[config.mk]
export PLATFORM = sky130hd
export DESIGN_NAME = card_slot_ctrl
export DESIGN_NICKNAME = d
export VERILOG_FILES = /design/src/rtl/card_slot_pkg.sv /design/src/rtl/cs_sync.sv /design/src/rtl/cs_event_latch.sv /design/src/rtl/cs_regfile.sv /design/src/rtl/card_slot_ctrl.sv
export SDC_FILE = /design/constraint.sdc
export NUM_CORES = 1
export LEC_CHECK = 0
export CELL_PAD_IN_SITES_DETAIL_PLACEMENT = 1
export CELL_PAD_IN_SITES_GLOBAL_PLACEMENT = 2
export CORE_MARGIN = 4
export CORE_UTILIZATION = 13
export DETAILED_ROUTE_END_ITERATION = 16
export PLACE_DENSITY_LB_ADDON = 0.1
export SETUP_SLACK_MARGIN = 0.2
export SYNTH_ARGS = -nofsm -noshare
export SYNTH_HDL_FRONTEND = slang
export SYNTH_SLANG_ARGS = --single-unit
[constraint.sdc]
create_clock -name clk -period 2.9 [get_ports clk]
set_clock_uncertainty 0.15 [all_clocks]
set_input_delay 0.435 -clock clk [delete_from_list [all_inputs] [get_ports clk]]
set_output_delay 0.435 -clock clk [all_outputs]
set_load 0.005 [all_outputs]
[src/rtl/card_slot_pkg.sv]
`timescale 1ns/1ps
package card_slot_pkg;
   // word indices inside the mapped window
   localparam logic [1:0] IDX_ID     = 2'd0;
   localparam logic [1:0] IDX_PROG   = 2'd1;
   localparam logic [1:0] IDX_STAT   = 2'd2;
   localparam logic [1:0] IDX_DECODE = 2'd3;
   localparam int         NUM_WORDS  = 4;
   // status word bit positions
   localparam int         BIT_WP     = 0;
   localparam int         BIT_CARD   = 3;
endpackage

[src/rtl/cs_sync.sv]
`timescale 1ns/1ps
module cs_sync #(
   parameter int STAGES = 2,
   parameter int WIDTH  = 1
) (
   input  logic             clk,
   input  logic             rst_n,
   input  logic [WIDTH-1:0] d,
   output logic [WIDTH-1:0] q
);
   if (STAGES < 2) begin : g_bad_stages
      $error("cs_sync: STAGES must be at least 2");
   end

   logic [WIDTH-1:0] chain [STAGES];

   for (genvar i = 0; i < STAGES; i++) begin : g_stage
      if (i == 0) begin : g_first
         always_ff @(posedge clk or negedge rst_n) begin
            if (!rst_n) chain[0] <= '0;
            else        chain[0] <= d;
         end
      end else begin : g_next
         always_ff @(posedge clk or negedge rst_n) begin
            if (!rst_n) chain[i] <= '0;
            else        chain[i] <= chain[i-1];
         end
      end
   end

   assign q = chain[STAGES-1];
endmodule

[src/rtl/cs_event_latch.sv]
`timescale 1ns/1ps
module cs_event_latch (
   input  logic clk,
   input  logic rst_n,
   input  logic level,
   input  logic clear,
   output logic rise,
   output logic flag
);
   logic prev;

   always_ff @(posedge clk or negedge rst_n) begin
      if (!rst_n) prev <= 1'b0;
      else        prev <= level;
   end

   assign rise = level & ~prev;

   // a fresh edge takes priority over an acknowledge in the same cycle
   always_ff @(posedge clk or negedge rst_n) begin
      if (!rst_n)     flag <= 1'b0;
      else if (rise)  flag <= 1'b1;
      else if (clear) flag <= 1'b0;
   end
endmodule

[src/rtl/cs_regfile.sv]
`timescale 1ns/1ps
module cs_regfile
   import card_slot_pkg::*;
#(
   parameter int                ADDR_W       = 6,
   parameter int                DATA_W       = 32,
   parameter logic [DATA_W-1:0] ID_VALUE     = '0,
   parameter logic [DATA_W-1:0] DECODE_VALUE = '0
) (
   input  logic              clk,
   input  logic              rst_n,
   input  logic              bus_rd,
   input  logic              bus_wr,
   input  logic [ADDR_W-1:0] bus_addr,
   input  logic [DATA_W-1:0] bus_wdata,
   input  logic              wp_level,
   input  logic              card_flag,
   output logic              card_clear,
   output logic [DATA_W-1:0] bus_rdata
);
   logic              hit;
   logic [1:0]        widx;
   logic [DATA_W-1:0] rd_next;
   logic              wdata_unused;

   assign hit  = (bus_addr < ADDR_W'(NUM_WORDS));
   assign widx = bus_addr[1:0];

   assign card_clear = bus_wr && hit && (widx == IDX_STAT) && bus_wdata[BIT_CARD];
   assign wdata_unused = ^{bus_wdata[DATA_W-1:BIT_CARD+1], bus_wdata[BIT_CARD-1:0]};

   always_comb begin
      rd_next = '0;
      if (hit) begin
         unique case (widx)
            IDX_ID:     rd_next = ID_VALUE;
            IDX_PROG:   rd_next = '0;
            IDX_STAT: begin
               rd_next[BIT_WP]   = wp_level;
               rd_next[BIT_CARD] = card_flag;
            end
            IDX_DECODE: rd_next = DECODE_VALUE;
            default:    rd_next = '0;
         endcase
      end
   end

   always_ff @(posedge clk or negedge rst_n) begin
      if (!rst_n)      bus_rdata <= '0;
      else if (bus_rd) bus_rdata <= rd_next;
   end
endmodule

[src/rtl/card_slot_ctrl.sv]
`timescale 1ns/1ps
module card_slot_ctrl
   import card_slot_pkg::*;
#(
   parameter int                ADDR_W       = 6,
   parameter int                DATA_W       = 32,
   parameter int                SYNC_STAGES  = 2,
   parameter logic [DATA_W-1:0] ID_VALUE     = 32'h4103_4003,
   parameter logic [DATA_W-1:0] DECODE_VALUE = 32'h0000_0011
) (
   input  logic              clk,
   input  logic              rst_n,
   input  logic              bus_rd,
   input  logic              bus_wr,
   input  logic [ADDR_W-1:0] bus_addr,
   input  logic [DATA_W-1:0] bus_wdata,
   output logic [DATA_W-1:0] bus_rdata,
   input  logic              wp_in,
   input  logic              card_in,
   output logic              card_irq
);
   if (ADDR_W < 2) begin : g_bad_addr
      $error("card_slot_ctrl: ADDR_W must cover the four mapped words");
   end
   if (DATA_W <= BIT_CARD) begin : g_bad_data
      $error("card_slot_ctrl: DATA_W too narrow for the status bits");
   end

   logic [1:0] pins_sync;
   logic       wp_level;
   logic       card_level;
   logic       card_rise;
   logic       card_flag;
   logic       card_clear;

   cs_sync #(.STAGES(SYNC_STAGES), .WIDTH(2)) u_sync (
      .clk   (clk),
      .rst_n (rst_n),
      .d     ({card_in, wp_in}),
      .q     (pins_sync)
   );

   assign wp_level   = pins_sync[0];
   assign card_level = pins_sync[1];

   cs_event_latch u_card (
      .clk   (clk),
      .rst_n (rst_n),
      .level (card_level),
      .clear (card_clear),
      .rise  (card_rise),
      .flag  (card_flag)
   );

   cs_regfile #(
      .ADDR_W       (ADDR_W),
      .DATA_W       (DATA_W),
      .ID_VALUE     (ID_VALUE),
      .DECODE_VALUE (DECODE_VALUE)
   ) u_regs (
      .clk        (clk),
      .rst_n      (rst_n),
      .bus_rd     (bus_rd),
      .bus_wr     (bus_wr),
      .bus_addr   (bus_addr),
      .bus_wdata  (bus_wdata),
      .wp_level   (wp_level),
      .card_flag  (card_flag),
      .card_clear (card_clear),
      .bus_rdata  (bus_rdata)
   );

   assign card_irq = card_flag;
endmodule

==> results of run 1 <==
sequential cells by signal (all words and copies together) (netlist names):
signal and count:
u_card.prev 1, u_sync.q 2, u_regs.bus_rdata 4, u_card.flag 1, u_sync.chain 2
metrics by stage:
step | area (um^2) | instances
6_report | 824.5 | 133
5_1_grt | 824.5 | 133
4_1_cts | 824.5 | 133
3_5_place_dp | 783.3 | 130
3_3_place_gp | 783.3 | 130
2_1_floorplan | 708.2 | 84
worst max path at each step:
stage / startpoint / depth (start not counted) / slack [ps] / end
floorplan: bus_addr[5] / 3 / 1360 / u_regs.bus_rdata[0]$_DFFE_PN0P_
global placement: bus_addr[5] / 4 / 880 / u_regs.bus_rdata[0]$_DFFE_PN0P_
detailed placement: bus_addr[5] / 4 / 880 / u_card.flag$_DFFE_PN0P_
CTS: u_regs.bus_rdata[1]$_DFFE_PN0P_ / 1 / 1090 / bus_rdata[17]
global route: u_regs.bus_rdata[1]$_DFFE_PN0P_ / 1 / 1030 / bus_rdata[17]
finish: u_regs.bus_rdata[1]$_DFFE_PN0P_ / 1 / 1120 / bus_rdata[17]
synthesized netlist by cell type:
cell      instances
buf_4            28
dfrtp_1          10
inv_1             5
ha_1              4
nand2_1           4
mux2_2            2
o21ai_0           2
o22ai_1           2
a211oi_2          1
conb_1            1
nand3_1           1
nor2_1            1
or4_4             1
cell usage in the layout, fill, tap and decap left out:
master and count:
o22ai_1 2, inv_1 5, nor2_1 1, nand2_1 4, clkdlybuf4s50_1 22, conb_1 23
ha_1 4, dfrtp_1 10, nand3_1 1, clkbuf_8 3, a211oi_2 1, or4_4 1
o21ai_0 2, mux2_2 2
routing by layer:
metal,global-route usage,share of wire,up-vias
met5,0,0,-
met4,0.01068,0.0048,0
met3,0.03472,0.14,2
met2,0.06563,0.44,34
met1,0.05148,0.41,179
li1,-,-,182
final cells by class:
| class | count | share of cell area |
|---|---|---|
| Clock buffer | 3 | 0.05008 |
| Inverter | 5 | 0.02276 |
| Multi-Input combinational cell | 41 | 0.2777 |
| Sequential cell | 10 | 0.3035 |
| Tap cell | 52 | 0.07891 |
| Timing Repair Buffer | 22 | 0.2671 |
logic make-up after synthesis:
kind of cell | Yosys count
AND/OR/NAND/NOR | 7
buffers and inverters | 33
adder cells (fa/ha/maj) | 4
AO/OA/AOI/OAI | 5
multiplexers | 2
other | 1
flip-flops | 10
power breakdown:
part / total (mW) / internal [mW] / switching, mW
clock network: 0.141 / 0.0906 / 0.0507
logic: 0.0419 / 0.0217 / 0.0202
registers: 0.146 / 0.144 / 0.00179
==> impl_metrics.py, run 1 <==
metrics = {
    "global_route": {
        "antenna_found_initial": 0,
        "overflow": 0,
        "grt_pass1_vias": 430,
        "grt_pass1_wl_um": 2042,
        "grt_max_degree": 11,
        "grt_usage": 0.04488,
    },
    "routing": {
        "viasPerCell": 2.985,
        "ant_nets": 0,
        "first_iter_violations": 4,
        "routed-via-count": 397,
        "dr.pass1.iters": 2,
        "routedWlPerCell_um": 9.429,
        "finalWirelength_um": 1254,
        "drc_errors": 0,
    },
    "yosys": {
        "synth_top_family_by_area": "buffers and inverters",
        "muxShareOfSynthArea": 0.03600,
        "synth-xor-area-share": 0,
        "syn_avg_cell_area_um2": 10.09,
        "synth_seq_cells": 10,
        "synth_compound_area_frac": 0.05600,
        "synth_fa_ha_area_frac": 0.08000,
        "synth.distinct_cells": 13,
        "synth_top_area_cell": "dfrtp_1",
        "synthSimpleGateAreaFrac": 0.05600,
        "synth_area_um2": 625.6,
        "synth_top_area_share": 0.4000,
        "synth.area.top_cells": "dfrtp_1 40%, buf_4 34%, ha_1 8.0%",
        "yosysWarnings": 0,
        "syn-instance-count": 62,
        "ys_seq_area_frac": 0.4000,
    },
    "worst_setup_path": {
        "rrSetupSlack_ps": 1890,
        "worstSetupPathType": "reg -> out",
        "rr_worst_depth": 3,
        "end_kind": "output port",
        "cp_max_fo": 7,
        "reg2reg_from": "u_card.flag$_DFFE_PN0P_",
        "critPathBufInv": 1,
        "crit_family": "buffers and inverters",
        "arrival_ps": 1190,
        "cp.required_ps": 2320,
        "worstReg2RegEnd": "u_regs.bus_rdata[3]$_DFFE_PN0P_",
        "critPathSlowestCell": "clkdlybuf4s50_1",
        "path_cells": "clkdlybuf4s50_1",
        "crit_path_max_incr_delay_ps": 540,
        "crit_path_start_kind": "flip-flop",
    },
    "hold_path": {
        "min_from": "u_sync.chain[3]$_DFF_PN0_",
        "hp-class": "reg -> reg",
        "hold_end": "u_sync.q[1]$_DFF_PN0_",
        "hold_depth": 0,
    },
    "power": {
        "cellLeakagePower_nw": 0.3747,
        "p_per_area_nw_per_um2": 399.6,
        "ir_drop_mv": 0.1792,
        "power_mw": 0.3295,
    },
    "timing": {
        "fin_crit_ps": 1776,
        "fmax_mhz": 563.0,
        "rsz0062_at_grt": "no",
        "finalMaxSlewViolations": 0,
        "fin_hold_ws_ps": 196.5,
        "finalWorstSetupSlack_ps": 1124,
        "final.setup.tns_ps": 0,
        "min_period_over_period": 0.6125,
        "hold_viol": 0,
        "setup_viol": 0,
    },
    "finish": {
        "diodes": 0,
        "fill_cells": 526,
        "area.growth.synth_to_final_pct": 31.80,
        "drive_gt1_frac": 0.08642,
        "fin_nets": 131,
        "multi_input_area_um2": 229.0,
        "regArea_um2": 250.2,
        "fin_util": 0.1831,
    },
    "place": {
        "dpl.hpwl_um": 1046,
        "port_buffers": 22,
        "gp_congestion": 0.6487,
        "dpl_worst_slack_ps": 884.2,
    },
    "run": {
        "drv_cap": 0,
    },
    "clock_tree": {
        "cts_resized": 0,
        "htreeDepth": 1,
        "clock-root-buffer": "clkbuf_8",
        "cts_tree": "yes",
        "clk_path_buf_depth": 2,
        "clk_transition_reported_paths_ps": 50,
        "clock_latency_ps": 230,
        "cts_setup_buffers": 0,
        "cts_inserted_buffers": 3,
        "clock_sinks": 10,
        "ctsHoldBuffers": 0,
    },
    "floorplan": {
        "fp-row-count": 24,
        "core_area_um2": 4504,
        "fp.dieW_um": 77.37,
        "io_pins": 77,
        "dieArea_um2": 5986,
        "die_h_um": 77.37,
        "initial_core_util": 0.1389,
    },
    "run_status": {
        "status": "finished, final reports clean",
    },
}
(Power assumes the default switching activity.)
==> run 2: changes to the inputs <==
--- a/config.mk
+++ b/config.mk
@@ -8,7 +8,7 @@
 export CELL_PAD_IN_SITES_DETAIL_PLACEMENT = 1
 export CELL_PAD_IN_SITES_GLOBAL_PLACEMENT = 2
 export CORE_MARGIN = 4
-export CORE_UTILIZATION = 13
+export CORE_UTILIZATION = 12
 export DETAILED_ROUTE_END_ITERATION = 16
 export PLACE_DENSITY_LB_ADDON = 0.1
 export SETUP_SLACK_MARGIN = 0.2
==> constraint.sdc (replaced) <==
create_clock -name clk -period 1.7 [get_ports clk]
set_clock_uncertainty 0.15 [all_clocks]
set_input_delay 0.255 -clock clk [delete_from_list [all_inputs] [get_ports clk]]
set_output_delay 0.255 -clock clk [all_outputs]
set_load 0.005 [all_outputs]
==> impl_metrics.py, run 2 (same netlist as run 1, synthesis figures left out) <==
metrics = {
    "clock_tree": {
        "clock_sinks": 10,
        "clk_transition_reported_paths_ps": 50,
        "ctsHoldBuffers": 0,
        "cts_tree": "yes",
        "clock_latency_ps": 230,
        "htreeDepth": 1,
        "clock-root-buffer": "clkbuf_8",
        "cts_inserted_buffers": 3,
        "clk_path_buf_depth": 2,
    },
    "global_route": {
        "grt_pass1_vias": 420,
        "overflow": 0,
        "grt_pass1_wl_um": 1959,
        "grt_max_degree": 11,
        "antenna_found_initial": 0,
        "grt_usage": 0.04036,
    },
    "place": {
        "dp.cells": 152,
        "port_buffers": 22,
        "dpl.hpwl_um": 1100,
        "gp_congestion": 0.6718,
    },
    "finish": {
        "regArea_um2": 251.5,
        "diodes": 0,
        "regMostFlops": "u_regs.bus_rdata",
        "fill_cells": 621,
        "stdcell_count": 157,
        "fin_nets": 136,
        "layout_commonest_cell": "conb_1",
        "multi_input_area_um2": 235.2,
        "area.growth.synth_to_final_pct": 43.20,
        "drive_gt1_frac": 0.1724,
        "mostFrequentLayoutCells": "23 x conb_1, 12 x dlygate4sd2_1, 9 x dfrtp_1, 8 x clkdlybuf4s50_1",
        "largest_reg_flops": 4,
    },
    "timing": {
        "fmax_mhz": 682.1,
        "finalMaxSlewViolations": 0,
        "min_period_over_period": 0.8624,
        "hold_viol": 0,
        "fin_hold_ws_ps": 190.8,
        "fin_crit_ps": 1466,
        "setup_viol": 0,
        "rsz0062_at_grt": "yes",
    },
    "power": {
        "p_seq_frac": 0.405,
        "p_switching_mw": 0.1274,
        "power_frac_clock": 0.474,
        "p_sw_frac": 0.2070,
        "p_comb_frac": 0.121,
        "p_int_mw": 0.4878,
        "cellLeakagePower_nw": 0.4670,
        "p_per_area_nw_per_um2": 686.7,
        "ir_drop_mv": 0.2845,
    },
    "routing": {
        "first_iter_violations": 2,
        "routed-via-count": 414,
        "ant_nets": 0,
        "drc_errors": 0,
        "finalWirelength_um": 1293,
        "routedWlPerCell_um": 8.236,
        "dr.pass1.iters": 2,
        "viasPerCell": 2.637,
    },
    "worst_setup_path": {
        "crit_path_max_incr_delay_ps": 460,
        "arrival_ps": 1490,
        "cp.required_ps": 1720,
        "end_kind": "flip-flop",
        "crit_path_start_kind": "input pin",
        "critPathSlowestCell": "or4_4",
        "cp_max_fo": 4,
        "worstSetupPathType": "in -> reg",
        "crit_family": "simple AND/OR/NAND/NOR gates",
        "critPathBufInv": 1,
        "path_cells": "clkdlybuf4s50_1 -> or4_4 -> a211oi_2 -> mux2_4",
    },
    "floorplan": {
        "initial_core_util": 0.1233,
        "fp-row-count": 26,
        "die_h_um": 80.21,
        "io_pins": 77,
        "fp.dieW_um": 80.21,
        "dieArea_um2": 6433,
        "core_area_um2": 5075,
    },
    "hold_path": {
        "hp-class": "in -> async",
    },
    "run_status": {
        "status": "finished, final reports clean",
    },
    "run": {
        "drv_cap": 0,
    },
}
[run 2: changes by cell type in the layout (fill, tap and decap cells not counted), sizes merged]
| cell | previous run | this run |
|---|---|---|
| dlygate4sd2 | 0 | 12 |
| buf | 0 | 5 |
| clkdlybuf4s50 | 22 | 8 |
| dlymetal6s2s | 0 | 2 |
| clkbuf | 3 | 4 |
[run 2: per-layer routing]
| metal | wire [um] | GRT usage |
|---|---|---|
| met1 | 454 | 0.04111 |
| met2 | 692 | 0.07036 |
| met3 | 139 | 0.02354 |
| met4 | 7 | 0.01014 |
| met5 | 0 | 0 |
[run 2: worst register-to-register path, delay by kind of cell (launching register included)]
kind | cells | cell delay, ps
mux | 1 | 250
compound gates | 1 | 70
flops | 1 | 350
simple gates | 1 | 70
[run 2: what timing repair did]
item / 4_1_cts / 5_1_grt
setup buffers: 1 / 0
gates resized for setup: 15 / 2
pin swaps: 2 / 2
gates cloned: 0 / 0
setup endpoints to repair: 14 / 3
[run 2: final timing paths]
kind,cells past startpoint,slack [ps],startpoint,to
setup / recovery,4,230,bus_addr[3],u_regs.bus_rdata[0]$_DFFE_PN0P_
min in group clk,0,200,u_sync.chain[3]$_DFF_PN0_,u_sync.q[1]$_DFF_PN0_
hold reg to reg,0,200,u_sync.chain[3]$_DFF_PN0_,u_sync.q[1]$_DFF_PN0_
max in group asynchronous,1,870,rst_n,u_regs.bus_rdata[1]$_DFFE_PN0P_
hold / removal,1,190,rst_n,u_sync.chain[3]$_DFF_PN0_
setup reg to reg,3,690,u_sync.q[0]$_DFF_PN0_,u_regs.bus_rdata[0]$_DFFE_PN0P_
[run 2: area by class of cell]
class | instances | share of cell area
timing repair buffer | 27 | 0.2765
sequential | 10 | 0.2807
clock buffer | 4 | 0.06145
inverter | 5 | 0.02095
tap | 70 | 0.09777
multi-input combinational | 41 | 0.2626
[run 2: stage by stage]
step	util	total power, mW	setup TNS [ps]	setup WS (ps)	instance area [um^2]
floorplan	-	0.3177	0	344.4	708.2
global route	0.1765	0.6528	0	170.4	895.9
finish	0.1765	0.6152	0	234.0	895.9
global placement	0.1647	0.3306	-310.2	-132.2	835.8
CTS	0.1755	0.6294	0	217.0	890.9
detailed placement	0.1647	0.3305	-284.3	-120.3	835.8
[run 2: power groups by stage]
stage / Sequential (mW) / Clock [mW] / Combinational (mW)
floorplan: 0.253 / 0 / 0.0650
detailed placement: 0.253 / 0 / 0.0771
CTS: 0.249 / 0.305 / 0.0753
global route: 0.250 / 0.319 / 0.0845
finish: 0.249 / 0.291 / 0.0746
global placement: 0.253 / 0 / 0.0774
